--- config.mk ---
export PLATFORM = sky130hd
export DESIGN_NAME = scan_event_decoder
export DESIGN_NICKNAME = d
export VERILOG_FILES = /design/src/rtl/scan_pkg.sv /design/src/rtl/scan_prefix_track.sv /design/src/rtl/scan_shift_track.sv /design/src/rtl/scan_digit_latch.sv /design/src/rtl/scan_event_decoder.sv
export SDC_FILE = /design/constraint.sdc
export NUM_CORES = 1
export LEC_CHECK = 0
export ABC_AREA = 1
export BUFFER_PORTS_ARGS = -buffer_cell sky130_fd_sc_hd__buf_4
export CAP_MARGIN = 20
export CORE_ASPECT_RATIO = 1.4
export CORE_MARGIN = 2
export CORE_UTILIZATION = 44
export DETAILED_ROUTE_END_ITERATION = 6
export PLACE_DENSITY = 0.73
export SLEW_MARGIN = 20
export SYNTH_ARGS = -nofsm -noshare
export SYNTH_HDL_FRONTEND = slang
export SYNTH_SLANG_ARGS = --single-unit
export TNS_END_PERCENT = 5
--- constraint.sdc ---
create_clock -name clk -period 0.98 [get_ports clk]
set_input_delay 0.049 -clock clk [delete_from_list [all_inputs] [get_ports clk]]
set_output_delay 0.049 -clock clk [all_outputs]
set_load 0.05 [all_outputs]
--- src/rtl/scan_pkg.sv ---
package scan_pkg;
   localparam int SCAN_W  = 8;
   localparam int NUM_W   = 4;

   typedef struct packed {
      logic             hit;
      logic [NUM_W-1:0] num;
   } digit_hit_t;

   // maps a digit key make code to its numeral
   function automatic digit_hit_t digit_lookup(input logic [SCAN_W-1:0] c);
      digit_hit_t r;
      r.hit = 1'b1;
      unique case (c)
         8'h45: r.num = 4'd0;
         8'h16: r.num = 4'd1;
         8'h1E: r.num = 4'd2;
         8'h26: r.num = 4'd3;
         8'h25: r.num = 4'd4;
         8'h2E: r.num = 4'd5;
         8'h36: r.num = 4'd6;
         8'h3D: r.num = 4'd7;
         8'h3E: r.num = 4'd8;
         8'h46: r.num = 4'd9;
         default: begin
            r.hit = 1'b0;
            r.num = '0;
         end
      endcase
      return r;
   endfunction
endpackage

--- src/rtl/scan_prefix_track.sv ---
module scan_prefix_track #(
   parameter int                CODE_W = 8,
   parameter logic [CODE_W-1:0] BRK    = 8'hF0
) (
   input  logic              clk,
   input  logic              rst,
   input  logic              in_valid,
   input  logic [CODE_W-1:0] in_byte,
   output logic              brk_pend,
   output logic              evt_valid,
   output logic              evt_release,
   output logic [CODE_W-1:0] evt_code
);
   logic is_prefix;
   logic is_code;

   assign is_prefix = in_valid && (in_byte == BRK);
   assign is_code   = in_valid && (in_byte != BRK);

   always_ff @(posedge clk) begin
      if (rst) begin
         brk_pend    <= 1'b0;
         evt_valid   <= 1'b0;
         evt_release <= 1'b0;
         evt_code    <= '0;
      end else begin
         evt_valid <= is_code;
         if (is_prefix) begin
            brk_pend <= 1'b1;
         end else if (is_code) begin
            brk_pend    <= 1'b0;
            evt_release <= brk_pend;
            evt_code    <= in_byte;
         end
      end
   end


   prefix_arm_chk: assert property (@(posedge clk) disable iff (rst)
      is_prefix |=> (brk_pend && !evt_valid));

   release_tag_chk: assert property (@(posedge clk) disable iff (rst)
      (is_code && brk_pend) |=> (evt_valid && evt_release && !brk_pend));

   press_tag_chk: assert property (@(posedge clk) disable iff (rst)
      (is_code && !brk_pend) |=> (evt_valid && !evt_release && evt_code == $past(in_byte)));

   idle_quiet_chk: assert property (@(posedge clk) disable iff (rst)
      !in_valid |=> (!evt_valid && $stable(brk_pend)));
endmodule

--- src/rtl/scan_shift_track.sv ---
module scan_shift_track #(
   parameter int                CODE_W      = 8,
   parameter logic [CODE_W-1:0] LSHIFT      = 8'h12,
   parameter logic [CODE_W-1:0] RSHIFT      = 8'h59,
   parameter bit                SPLIT_SHIFT = 1'b0
) (
   input  logic              clk,
   input  logic              rst,
   input  logic              code_stb,
   input  logic              brk_pend,
   input  logic [CODE_W-1:0] code,
   output logic              shift_held
);
   logic hit_l;
   logic hit_r;

   assign hit_l = code_stb && (code == LSHIFT);
   assign hit_r = code_stb && (code == RSHIFT);

   generate
      if (SPLIT_SHIFT) begin : g_split
         logic held_l;
         logic held_r;
         always_ff @(posedge clk) begin
            if (rst) begin
               held_l <= 1'b0;
               held_r <= 1'b0;
            end else begin
               if (hit_l) held_l <= !brk_pend;
               if (hit_r) held_r <= !brk_pend;
            end
         end
         assign shift_held = held_l || held_r;
      end else begin : g_single
         logic held;
         always_ff @(posedge clk) begin
            if (rst)                held <= 1'b0;
            else if (hit_l || hit_r) held <= !brk_pend;
         end
         assign shift_held = held;
      end
   endgenerate


   shift_set_chk: assert property (@(posedge clk) disable iff (rst)
      ((hit_l || hit_r) && !brk_pend) |=> shift_held);

   shift_keep_chk: assert property (@(posedge clk) disable iff (rst)
      !(hit_l || hit_r) |=> $stable(shift_held));
endmodule

--- src/rtl/scan_digit_latch.sv ---
module scan_digit_latch
   import scan_pkg::*;
#(
   parameter int CODE_W = 8,
   parameter int DIG_W  = 4
) (
   input  logic              clk,
   input  logic              rst,
   input  logic              code_stb,
   input  logic              brk_pend,
   input  logic [CODE_W-1:0] code,
   output logic [DIG_W-1:0]  digit_value,
   output logic              digit_valid
);
   digit_hit_t look;
   logic       load;

   assign look = digit_lookup(code[SCAN_W-1:0]);
   assign load = code_stb && !brk_pend && look.hit;

   always_ff @(posedge clk) begin
      if (rst) begin
         digit_value <= '0;
         digit_valid <= 1'b0;
      end else if (load) begin
         digit_value <= DIG_W'(look.num);
         digit_valid <= 1'b1;
      end
   end


   digit_hold_chk: assert property (@(posedge clk) disable iff (rst)
      !(code_stb && !brk_pend) |=> ($stable(digit_value) && $stable(digit_valid)));

   digit_flag_chk: assert property (@(posedge clk) disable iff (rst)
      load |=> digit_valid);
endmodule

--- src/rtl/scan_event_decoder.sv ---
module scan_event_decoder #(
   parameter int         CODE_W      = 8,
   parameter int         DIG_W       = 4,
   parameter logic [7:0] BRK_CODE    = 8'hF0,
   parameter logic [7:0] LSHIFT_CODE = 8'h12,
   parameter logic [7:0] RSHIFT_CODE = 8'h59,
   parameter bit         SPLIT_SHIFT = 1'b0
) (
   input  logic              clk,
   input  logic              rst,
   input  logic              byte_valid,
   input  logic [CODE_W-1:0] byte_in,
   output logic              evt_valid,
   output logic              evt_release,
   output logic [CODE_W-1:0] evt_code,
   output logic              shift_held,
   output logic [DIG_W-1:0]  digit_value,
   output logic              digit_valid,
   output logic [CODE_W-1:0] last_byte
);
   localparam logic [CODE_W-1:0] BRK = CODE_W'(BRK_CODE);

   generate
      if (CODE_W != 8) begin : g_bad_code_w
         $error("scan_event_decoder: CODE_W must be 8");
      end
      if (DIG_W < 4) begin : g_bad_dig_w
         $error("scan_event_decoder: DIG_W must hold 0..9");
      end
   endgenerate

   logic brk_pend;
   logic code_stb;

   assign code_stb = byte_valid && (byte_in != BRK);

   scan_prefix_track #(.CODE_W(CODE_W), .BRK(BRK)) u_prefix (
      .clk        (clk),
      .rst        (rst),
      .in_valid   (byte_valid),
      .in_byte    (byte_in),
      .brk_pend   (brk_pend),
      .evt_valid  (evt_valid),
      .evt_release(evt_release),
      .evt_code   (evt_code)
   );

   scan_shift_track #(
      .CODE_W     (CODE_W),
      .LSHIFT     (CODE_W'(LSHIFT_CODE)),
      .RSHIFT     (CODE_W'(RSHIFT_CODE)),
      .SPLIT_SHIFT(SPLIT_SHIFT)
   ) u_shift (
      .clk       (clk),
      .rst       (rst),
      .code_stb  (code_stb),
      .brk_pend  (brk_pend),
      .code      (byte_in),
      .shift_held(shift_held)
   );

   scan_digit_latch #(.CODE_W(CODE_W), .DIG_W(DIG_W)) u_digit (
      .clk        (clk),
      .rst        (rst),
      .code_stb   (code_stb),
      .brk_pend   (brk_pend),
      .code       (byte_in),
      .digit_value(digit_value),
      .digit_valid(digit_valid)
   );

   always_ff @(posedge clk) begin
      if (rst)             last_byte <= '0;
      else if (byte_valid) last_byte <= byte_in;
   end


   last_capture_chk: assert property (@(posedge clk) disable iff (rst)
      byte_valid |=> (last_byte == $past(byte_in)));

   last_hold_chk: assert property (@(posedge clk) disable iff (rst)
      !byte_valid |=> $stable(last_byte));

   reset_clear_chk: assert property (@(posedge clk)
      $past(rst) |-> (!evt_valid && !shift_held && !digit_valid && last_byte == '0));
endmodule

==> metrics.txt, run 1 <==
outcome=completed; Clock Root Buffer=clkbuf_4; number of synthesized flops with an enable pin=0; most common cell in the netlist=nand2_1; DRC errors left=0; proportion of layout cells with a drive suffix above 1=35.98%; vias after detailed routing=1223; worst hold path endpoint=u_shift.shift_held$_SDFFE_PP0P_; crit-path max cell delay=0.37 ns; maximum fanout along the worst path=2; htree depth=1; Inserted Clock Buffers=3; Num Clock Sinks=25; post-synth top area share=44.49%; clock slew seen by the registers of the worst setup and hold paths=0.15 ns; Final Hold Vio Count=0; internal power contribution=1.410 mW; FF-to-FF Start=u_prefix.brk_pend$_SDFFE_PP0P_; Vias/cell=4.931; instance count along the most critical hold path=4; Psw=694.3 uW; TritonCTS clock tree=built; number of buffers inserted by port buffering=34; number of antenna violations at the first check in global routing=0; I/O pins=35; initial DRC count=29; RePlAce Congestion=0.8862; largest buffer count on any clock path=2; share of the cycle needed by the critical path after routing=96.80%; number of distinct library cell variants in the gate-level netlist after synthesis=19; Max-Slew Margin vs Limit=86.17%; CP top delay family=flip-flops; Synth Warn #=0; Max stage delay cell, worst path=dfxtp_1; Cell Area, Synth=1125 um^2; worst reg-to-reg path cell count=5; P_leak=0.8222 nW; mean cell area of the mapped netlist=7.030 um^2; RSZ-0062 raised after global routing=yes; summed negative setup slack over all endpoints=0 ns; syn_nets=171; flip-flop and latch count after synthesis=25; diode count=0; maximum vdd drop=0.001055 V; power share of the clock group=22.8%; total of endpoints with negative setup slack in the final report=0; Post-DRT Antenna Nets=0; Post-synth ARST share=0%; cell type with the largest total area after synthesis=dfxtp_1; Worst Slack Setup Final=0.03135 ns; Setup Slack @ Placement=-0.1952 ns; worst hold path startpoint=rst; post-layout min period=0.9487 ns; final-report max-slew violation count=0; Crit path required time=0.93 ns; clk_skew=0.01090 ns; combinational power share=24.9%; first-pass iteration count of the detailed router=4; critical path endpoint category=output port; total overflow reported by the global router=0; Skew-Pair Late Insertion Delay=0.32 ns; via count of the first global-routing pass=1193; Worst Path Arrival=0.90 ns; Sequential Power Share=52.2%; Seq/Total Area, Yosys=44.49%; count of buffering cells on the critical path with inverters included=1; top post-synthesis cells by count=37 x nand2_1, 25 x dfxtp_1, 18 x nor2_1; wire length of the first global-routing pass=4823 um; estimated wirelength of the detail-placed design=2308 um; combined global-route utilization of all metal layers=21.51%; Floorplan Core Area=2417 um^2; Chip Height=63.83 um; destination of the worst register-to-register timing path=u_digit.digit_value[0]$_SDFFE_PP0P_; pin count of the biggest net entering global routing=18; synthesized netlist cell count=160; Primary FF master, synth=dfxtp_1; Worst Hold Margin=0.04770 ns; routed length per instance=11.65 um; die span in x=46.73 um; die area=2983 um^2; Routed Wire Length=2889 um; max cap viols=0; growth of design area from synthesis to finish=42.27%; Row Count=21; power density over cell area=1315 nW/um^2; Sw Ratio=32.99%; leading cell types by total area after synthesis=dfxtp_1 44%, nand2_1 12%, o21ai_0 6.7%, nor2_1 6.0%, nand3_1 5.3%; Hold Path Class=primary input to flip-flop; startpoint type of the worst setup path=flip-flop; starting utilization of the core area=46.53%; actual transition at the worst max-transition pin=0.2067 ns; CP Cell Sequence=buf_4; setup slack on the worst flop-to-flop path=0.08 ns; highest clock rate=1054 MHz; critical path class=flip-flop to output port; total number of nets in the final design=226
-- placed cells by master, fill, tap and decap left out, drive strengths merged --
cell type and count:
dfxtp 25, and2 1, clkinvlp 1, a21oi 11, nand4 3, clkbuf 3
nor3 3, nand2 42, o21ai 16, nand3 13, buf 53, dlygate4sd3 1
nor2 24, inv 18
-- power groups by stage --
| stage | Sequential [mW] | Combinational, mW | Clock [mW] |
|---|---|---|---|
| after floorplan | 1.29 | 0.133 | 0 |
| after global placement | 1.12 | 0.506 | 0 |
| after detailed placement | 1.12 | 0.512 | 0 |
| after CTS | 1.10 | 0.517 | 0.489 |
| after global routing | 1.11 | 0.561 | 0.529 |
| final | 1.10 | 0.525 | 0.481 |
-- worst min-delay path, stage by stage --
cell and delay (ns):
buf_4 0.08, inv_1 0.09, nand2_1 0.08, nor2_1 0.03
-- repair_timing --
item                       in CTS  in global routing
setup buffers                   0                  1
hold endpoints to repair        4                  0
setup endpoints to repair       0                  5
hold buffers                    1                  0
gates resized for setup         0                  4
-- layout make-up --
class	instances	area (um^2)
fillers	238	817.0
multi-input cells	113	544.3
flip-flops and latches	25	500.5
repair buffers	54	415.4
inverters	18	67.56
well taps	34	42.54
clock buffers	3	22.52
clock inverters	1	7.507
-- routing by layer --
metal / global-route usage, % / vias up / routed length, um
li1: - / 622 / -
met1: 23.20 / 563 / 1114
met3: 2.825 / 6 / 105
met2: 39.24 / 32 / 1599
met5: 0 / - / 0
met4: 9.028 / 0 / 70
-- metrics by stage --
stage	util (%)	instances	total power, mW	instance area (um^2)
2_1_floorplan	-	160	1.421	1125
6_report	66.20	248	2.105	1600
5_1_grt	66.20	248	2.195	1600
3_5_place_dp	63.72	242	1.631	1540
4_1_cts	65.37	247	2.105	1580
3_3_place_gp	63.72	242	1.622	1540
-- worst max path at each step --
stage,startpoint,end,cells past startpoint
2_1_floorplan,byte_in[2],u_digit.digit_value[0]$_SDFFE_PP0P_,8
3_3_place_gp,byte_in[6],u_digit.digit_value[3]$_SDFFE_PP0P_,12
4_1_cts,u_prefix.evt_code[5]$_SDFFE_PP0P_,evt_code[5],1
5_1_grt,byte_in[7],u_digit.digit_value[0]$_SDFFE_PP0P_,12
6_report,last_byte[0]$_SDFFE_PP0P_,last_byte[0],1
3_5_place_dp,byte_in[7],u_digit.digit_value[3]$_SDFFE_PP0P_,12
-- sequential cells by signal, summed over array words and instances, names as in the netlist --
register / cells
last_byte: 8
u_digit.digit_valid: 1
u_digit.digit_value: 4
u_prefix.brk_pend: 1
u_prefix.evt_code: 8
u_prefix.evt_release: 1
u_prefix.evt_valid: 1
u_shift.shift_held: 1
-- logic make-up after synthesis --
family,share of synthesized area (%)
DFF,44.49
and+or+nand+nor,34.93
AOI/OAI and AO/OA,13.01
buffers and inverters,7.563
Power figures use the tool's default switching activity.
==> run 2: changes to the inputs <==
--- a/config.mk
+++ b/config.mk
@@ -5,14 +5,14 @@
 export SDC_FILE = /design/constraint.sdc
 export NUM_CORES = 1
 export LEC_CHECK = 0
-export ABC_AREA = 1
 export BUFFER_PORTS_ARGS = -buffer_cell sky130_fd_sc_hd__buf_4
 export CAP_MARGIN = 20
 export CORE_ASPECT_RATIO = 1.4
-export CORE_MARGIN = 2
-export CORE_UTILIZATION = 44
+export CORE_MARGIN = 1.5
+export CORE_UTILIZATION = 45
 export DETAILED_ROUTE_END_ITERATION = 6
-export PLACE_DENSITY = 0.73
+export PLACE_DENSITY = 0.74
+export RECOVER_POWER = 50
 export SLEW_MARGIN = 20
 export SYNTH_ARGS = -nofsm -noshare
 export SYNTH_HDL_FRONTEND = slang
==> metrics.txt, run 2 <==
placed cell count=225 (-7.0%); Routed Wire Length=3015 um (+4.4%); syn_nets=146 (-15%); final-report max-slew violation count=0 (unchanged); routed length per instance=13.17 um (+13%); Crit path required time=1.25 ns (+0.32 ns); total overflow reported by the global router=0 (unchanged); actual transition at the worst max-transition pin=0.3271 ns (+0.1204 ns); CP top delay family=compound AO/OA/AOI/OAI gates; Cell Area, Synth=1200 um^2 (+6.7%); global-route track usage on met2=36.11% (-3.1 points); Synth Warn #=0 (unchanged); Worst Path Arrival=1.52 ns (+0.62 ns); share of the cycle needed by the critical path after routing=126.8% (+30 points); hold buffer count at CTS=0 (-1); Skew-Pair Late Insertion Delay=0.31 ns (about the same); top post-synthesis cells by count=25 x dfxtp_1, 18 x nor2_1, 12 x mux2i_1; number of synthesized flops with an enable pin=0 (unchanged); starting utilization of the core area=46.37% (-0.16 points); final core utilization=68.42% (+2.2 points); largest buffer count on any clock path=2 (unchanged); Clock Root Buffer=clkbuf_4; power density over cell area=1188 nW/um^2 (-9.7%); pin count of the biggest net entering global routing=27 (+9); cell area after layout=1770 um^2 (+11%); Final Hold Vio Count=0 (unchanged); total number of nets in the final design=205 (-9.3%); final std cells w/o fill=229 (-7.7%); Post-DRT Antenna Nets=0 (unchanged); Seq/Total Area, Yosys=41.71% (-2.8 points); vias after detailed routing=1186 (-3.0%); Row Count=22 (+4.8%); number of buffers inserted by port buffering=34 (unchanged); fraction of met1 tracks used by global routing=27.40% (+4.2 points); Num Clock Sinks=25 (unchanged); Post-synth ARST share=0% (unchanged); Max-Slew Margin vs Limit=78.17% (-8.0 points); instance area after placement=1694 um^2 (+10%); die area=2989 um^2 (+0.23%); most common cell in the netlist=dfxtp_1; mean cell area of the mapped netlist=8.888 um^2 (+26%); outcome=finished with violations; proportion of layout cells with a drive suffix above 1=39.38% (+3.4 points); synthesized netlist cell count=135 (-16%); htree depth=1 (unchanged); post-synth top area share=41.71% (-2.8 points); highest clock rate=804.5 MHz (-24%); crit-path max cell delay=0.41 ns (+0.04 ns); Vias/cell=5.179 (+5.0%); maximum fanout along the worst path=7 (+5); overall power after layout=2.103 mW (about the same); Max stage delay cell, worst path=a2111o_1; Floorplan Core Area=2587 um^2 (+7.0%); Hold Path Class=primary input to flip-flop; I/O pins=35 (unchanged); Chip Height=64.10 um (+0.42%); initial DRC count=38 (+31%); number of antenna violations at the first check in global routing=0 (unchanged); Primary FF master, synth=dfxtp_1; count of buffering cells on the critical path with inverters included=2 (+1); cell type with the largest total area after synthesis=dfxtp_1; summed negative setup slack over all endpoints=-1.986 ns (-1.986 ns); via count of the first global-routing pass=1110 (-7.0%); RSZ-0062 raised after global routing=yes; clock slew seen by the registers of the worst setup and hold paths=0.13 ns (-0.02 ns); diode count=0 (unchanged); P_leak=0.8049 nW (-2.1%); flip-flop and latch count after synthesis=25 (unchanged); number of distinct library cell variants in the gate-level netlist after synthesis=37 (+18); CP Cell Sequence=buf_8 > or3b_1 > a2111o_1 > a211oi_4 > buf_4 > o21ba_1; busiest layer in global routing=met2; Worst Slack Setup Final=-0.2630 ns (-0.2944 ns); failing checks=setup timing; combined global-route utilization of all metal layers=21.15% (-0.36 points); wire length of the first global-routing pass=4740 um (-1.7%); area used by multi-input combinational logic=673.1 um^2 (+24%); leading cell types by total area after synthesis=dfxtp_1 42%, mux2i_1 10%, nor2_1 5.6%, nand2b_1 5.2%, a21oi_1 4.2%; highest-count cells in the layout ignoring fill and taps=59 x buf_4, 25 x dfxtp_1, 18 x nor2_1, 12 x mux2i_1; estimated wirelength of the detail-placed design=2301 um (-0.31%); Inserted Clock Buffers=3 (unchanged); top flop regs=last_byte x8, u_prefix.evt_code x8, u_digit.digit_value x4; critical path class=primary input to flip-flop; number of buffers inserted to repair setup after CTS=0 (unchanged); die span in x=46.64 um (-0.19%); FF+latch area=500.5 um^2 (unchanged); growth of design area from synthesis to finish=47.55%; TritonCTS clock tree=built; fill cell count=228 (-4.2%); post-layout min period=1.243 ns (+0.2944 ns); DRC errors left=0 (unchanged); max cap viols=0 (unchanged); total of endpoints with negative setup slack in the final report=13 (+13); critical path endpoint category=flip-flop; maximum vdd drop=0.001081 V (+2.4%); clk_skew=0.0004625 ns (-0.01044 ns); most common cell after layout, fill and taps aside=buf_4; RePlAce Congestion=0.8469 (-4.4%); first-pass iteration count of the detailed router=4 (unchanged); met3 usage=1.695% (-1.1 points); startpoint type of the worst setup path=primary input
[run 2: cell count changes in the layout (fill, tap and decap cells not counted), sizes merged, moves of 5 or more]
cell    previous run  this run
nand2             42         9
inv               18         3
o21ai             16         2
buf               53        65
mux2i              0        12
nand3             13         2
nand2b             0        10
nor2              24        19
[run 2: cell type report]
| type | count | area share (%) |
|---|---|---|
| multi-input cells | 96 | 38.02 |
| inverters | 3 | 0.6360 |
| flip-flops and latches | 25 | 28.27 |
| well taps | 36 | 2.544 |
| repair buffers | 65 | 29.05 |
| clock buffers | 4 | 1.484 |
[run 2: layer usage]
metal	routed length, um	share of wire (%)
met5	0	0
met4	37	1.2
met2	1598	53
met3	107	3.5
met1	1271	42
[run 2: final timing paths]
path                                          start                                  end  slack, ns  depth (start not counted)
hold / removal                                  rst  u_digit.digit_value[3]$_SDFFE_PP0P_      0.006                          3
setup reg to reg     u_prefix.brk_pend$_SDFFE_PP0P_  u_digit.digit_value[1]$_SDFFE_PP0P_      -0.12                          4
hold reg to reg   u_prefix.evt_code[1]$_SDFFE_PP0P_    u_prefix.evt_code[1]$_SDFFE_PP0P_       0.47                          2
setup / recovery                         byte_in[3]  u_digit.digit_value[1]$_SDFFE_PP0P_      -0.26                          6
[run 2: through the flow]
stage | worst slack, ns | hold slack [ns]
global route | -0.3071 | -0.005039
detailed placement | -0.6644 | 0.3566
global placement | -0.5836 | 0.3328
finish | -0.2630 | 0.006275
CTS | -0.2543 | 0.007518
floorplan | -0.4012 | 0.1929
[run 2: kinds of logic after synthesis]
group / Yosys count / synth area share (%)
AND/OR/NAND/NOR: 59 / 27.74
multiplexers: 12 / 10.01
flip-flops: 25 / 41.71
buffers and inverters: 14 / 5.109
XOR/XNOR: 3 / 2.190
AO/OA/AOI/OAI: 22 / 13.24
[run 2: worst register-to-register path, cell delays in order (launching register included)]
cell and delay [ns]:
dfxtp_1 0.36, buf_4 0.15, a211oi_4 0.26, buf_4 0.17
o21ba_1 0.12
[run 2: repair_timing]
action                                 4_1_cts  5_1_grt
endpoints found under the hold margin        0        1
pin swaps                                    1        0
setup endpoints to repair                   16       19
gates resized for setup                      4        7
[run 2: report_power, final]
group	internal (mW)	leakage, nW	switching (mW)
Clock	0.159	0.0150	0.292
Combinational	0.239	0.585	0.329
Sequential	1.06	0.205	0.0243
==> run 3: changes to the inputs <==
--- a/config.mk
+++ b/config.mk
@@ -5,13 +5,14 @@
 export SDC_FILE = /design/constraint.sdc
 export NUM_CORES = 1
 export LEC_CHECK = 0
+export ABC_AREA = 1
 export BUFFER_PORTS_ARGS = -buffer_cell sky130_fd_sc_hd__buf_4
 export CAP_MARGIN = 20
 export CORE_ASPECT_RATIO = 1.4
 export CORE_MARGIN = 1.5
-export CORE_UTILIZATION = 45
+export CORE_UTILIZATION = 44
 export DETAILED_ROUTE_END_ITERATION = 6
-export PLACE_DENSITY = 0.74
+export PLACE_DENSITY = 0.73
 export RECOVER_POWER = 50
 export SLEW_MARGIN = 20
 export SYNTH_ARGS = -nofsm -noshare
==> metrics.txt, run 3 (synthesized netlist as in run 1, its figures left out) <==
placed cell count=243 (+8.0%); Crit path required time=0.93 ns (-0.32 ns); count of buffering cells on the critical path with inverters included=1 (-1); growth of design area from synthesis to finish=42.83%; diode count=0 (unchanged); instance count along the most critical hold path=4 (+1); initial DRC count=17 (-55%); combined global-route utilization of all metal layers=22.89% (+1.7 points); Skew-Pair Late Insertion Delay=0.32 ns (about the same); starting utilization of the core area=46.53% (+0.16 points); startpoint type of the worst setup path=flip-flop; crit-path max cell delay=0.40 ns (about the same); worst reg-to-reg path cell count=5 (+1); worst hold path startpoint=byte_valid; Post-DRT Antenna Nets=0 (unchanged); P_leak=0.8230 nW (+2.2%); final-report max-slew violation count=0 (unchanged); instance area after placement=1548 um^2 (-8.6%); maximum fanout along the worst path=2 (-5); number of antenna violations at the first check in global routing=0 (unchanged); wire length of the first global-routing pass=4947 um (+4.4%); setup slack on the worst flop-to-flop path=0.09 ns (+0.21 ns); Row Count=21 (-4.5%); Hold Path Class=primary input to flip-flop; post-layout min period=0.9460 ns (-0.2970 ns); DRC errors left=0 (unchanged); FF-to-FF Start=u_prefix.brk_pend$_SDFFE_PP0P_; Num Clock Sinks=25 (unchanged); htree depth=1 (unchanged); CP top delay family=flip-flops; maximum vdd drop=0.0009195 V (-15%); cell area after layout=1607 um^2 (-9.3%); share of the cycle needed by the critical path after routing=96.53% (-30 points); critical path endpoint category=output port; power density over cell area=1308 nW/um^2 (+10%); routed length per instance=11.65 um (-11%); Chip Height=62.83 um (-2.0%); Worst Path Arrival=0.90 ns (-0.62 ns); estimated wirelength of the detail-placed design=2357 um (+2.4%); TritonCTS clock tree=built; Final Hold Vio Count=0 (unchanged); met3 usage=3.179% (+1.5 points); Crit path depth=1 (-5); fraction of met1 tracks used by global routing=25.36% (-2.0 points); final std cells w/o fill=248 (+8.3%); first-pass iteration count of the detailed router=4 (unchanged); die area=2873 um^2 (-3.9%); clk_skew=0.005210 ns (+0.004747 ns); actual transition at the worst max-transition pin=0.2139 ns (-0.1132 ns); busiest layer in global routing=met2; Floorplan Core Area=2417 um^2 (-6.6%); Vias/cell=4.827 (-6.8%); die span in x=45.73 um (-2.0%); Setup Slack @ Placement=-0.2091 ns (+0.4553 ns); Clock Root Buffer=clkbuf_4; max cap viols=0 (unchanged); Inserted Clock Buffers=3 (unchanged); pin count of the biggest net entering global routing=18 (-33%); highest-count cells in the layout ignoring fill and taps=44 x buf_4, 38 x nand2_1, 24 x dfxtp_1, 18 x nor2_1, 15 x o21ai_0; RSZ-0062 raised after global routing=yes; vias after detailed routing=1197 (+0.93%); most common cell after layout, fill and taps aside=buf_4; CP Cell Sequence=buf_6; critical path class=flip-flop to output port; RePlAce Congestion=0.8240 (-2.7%); summed negative setup slack over all endpoints=0 ns (+1.986 ns); source of the critical timing path=u_prefix.evt_code[5]$_SDFFE_PP0P_; Max stage delay cell, worst path=dfxtp_1; total number of nets in the final design=226 (+10%); total of endpoints with negative setup slack in the final report=0 (-13); clock slew seen by the registers of the worst setup and hold paths=0.15 ns (+0.02 ns); largest buffer count on any clock path=2 (unchanged); top flop regs=last_byte x8, u_prefix.evt_code x8, u_digit.digit_value x4; I/O pins=35 (unchanged); total overflow reported by the global router=0 (unchanged); number of buffers inserted by port buffering=34 (unchanged); Worst Slack Setup Final=0.03396 ns (+0.2970 ns); overall power after layout=2.102 mW (about the same); proportion of layout cells with a drive suffix above 1=34.58% (-4.8 points); outcome=completed; global-route track usage on met2=40.85% (+4.7 points); via count of the first global-routing pass=1168 (+5.2%); highest clock rate=1057 MHz (+31%); Max-Slew Margin vs Limit=85.70% (+7.5 points); Routed Wire Length=2890 um (-4.1%)
## run 3: cell count changes in the layout (fill, tap and decap cells not counted), moves of 5 or more
cell,previous run,this run
nand2_1,9,38
o21ai_0,0,15
mux2i_1,12,0
nand3_1,2,12
nand2b_1,10,0
buf_4,59,44
inv_1,3,14
nor2_2,0,5
## run 3: area by class of cell
| type | count | area, um^2 |
|---|---|---|
| multi-input cells | 113 | 536.8 |
| flip-flops and latches | 25 | 501.7 |
| clock buffers | 3 | 22.52 |
| clock inverters | 1 | 7.507 |
| repair buffers | 54 | 427.9 |
| fillers | 236 | 810.8 |
| well taps | 34 | 42.54 |
| inverters | 18 | 67.56 |
## run 3: power by group
part           leakage (nW)  internal, mW  total, mW  switching [mW]
clock                0.0139         0.156      0.480           0.324
sequential            0.206          1.07       1.10          0.0307
combinational         0.603         0.186      0.523           0.336
total                 0.823          1.41       2.10           0.691
## run 3: through the flow
stage | hold slack [ns] | utilization, %
final | 0.06353 | 66.46
after global routing | 0.08154 | 66.46
after CTS | 0.07439 | 65.68
after detailed placement | 0.2579 | 64.03
after global placement | 0.2560 | 64.03
after floorplan | 0.1181 | -
## run 3: worst paths after layout
check	to
worst min-delay path	u_prefix.brk_pend$_SDFFE_PP0P_
worst max register to register	u_digit.digit_value[2]$_SDFFE_PP0P_
worst min register to register	u_digit.digit_value[1]$_SDFFE_PP0P_
worst max-delay path	evt_code[5]
## run 3: per-layer routing
| layer | part of all wire, % | routed length, um |
|---|---|---|
| met3 | 3.0 | 88 |
| met1 | 39 | 1133 |
| met4 | 0.73 | 21 |
| met2 | 57 | 1646 |
| met5 | 0 | 0 |
## run 3: timing repair
action / 4_1_cts / 5_1_grt
buffers inserted: 0 / 0
setup endpoints to repair: 0 / 10
hold buffers: 1 / 0
resized for setup: 0 / 8
hold endpoints to repair: 4 / 0
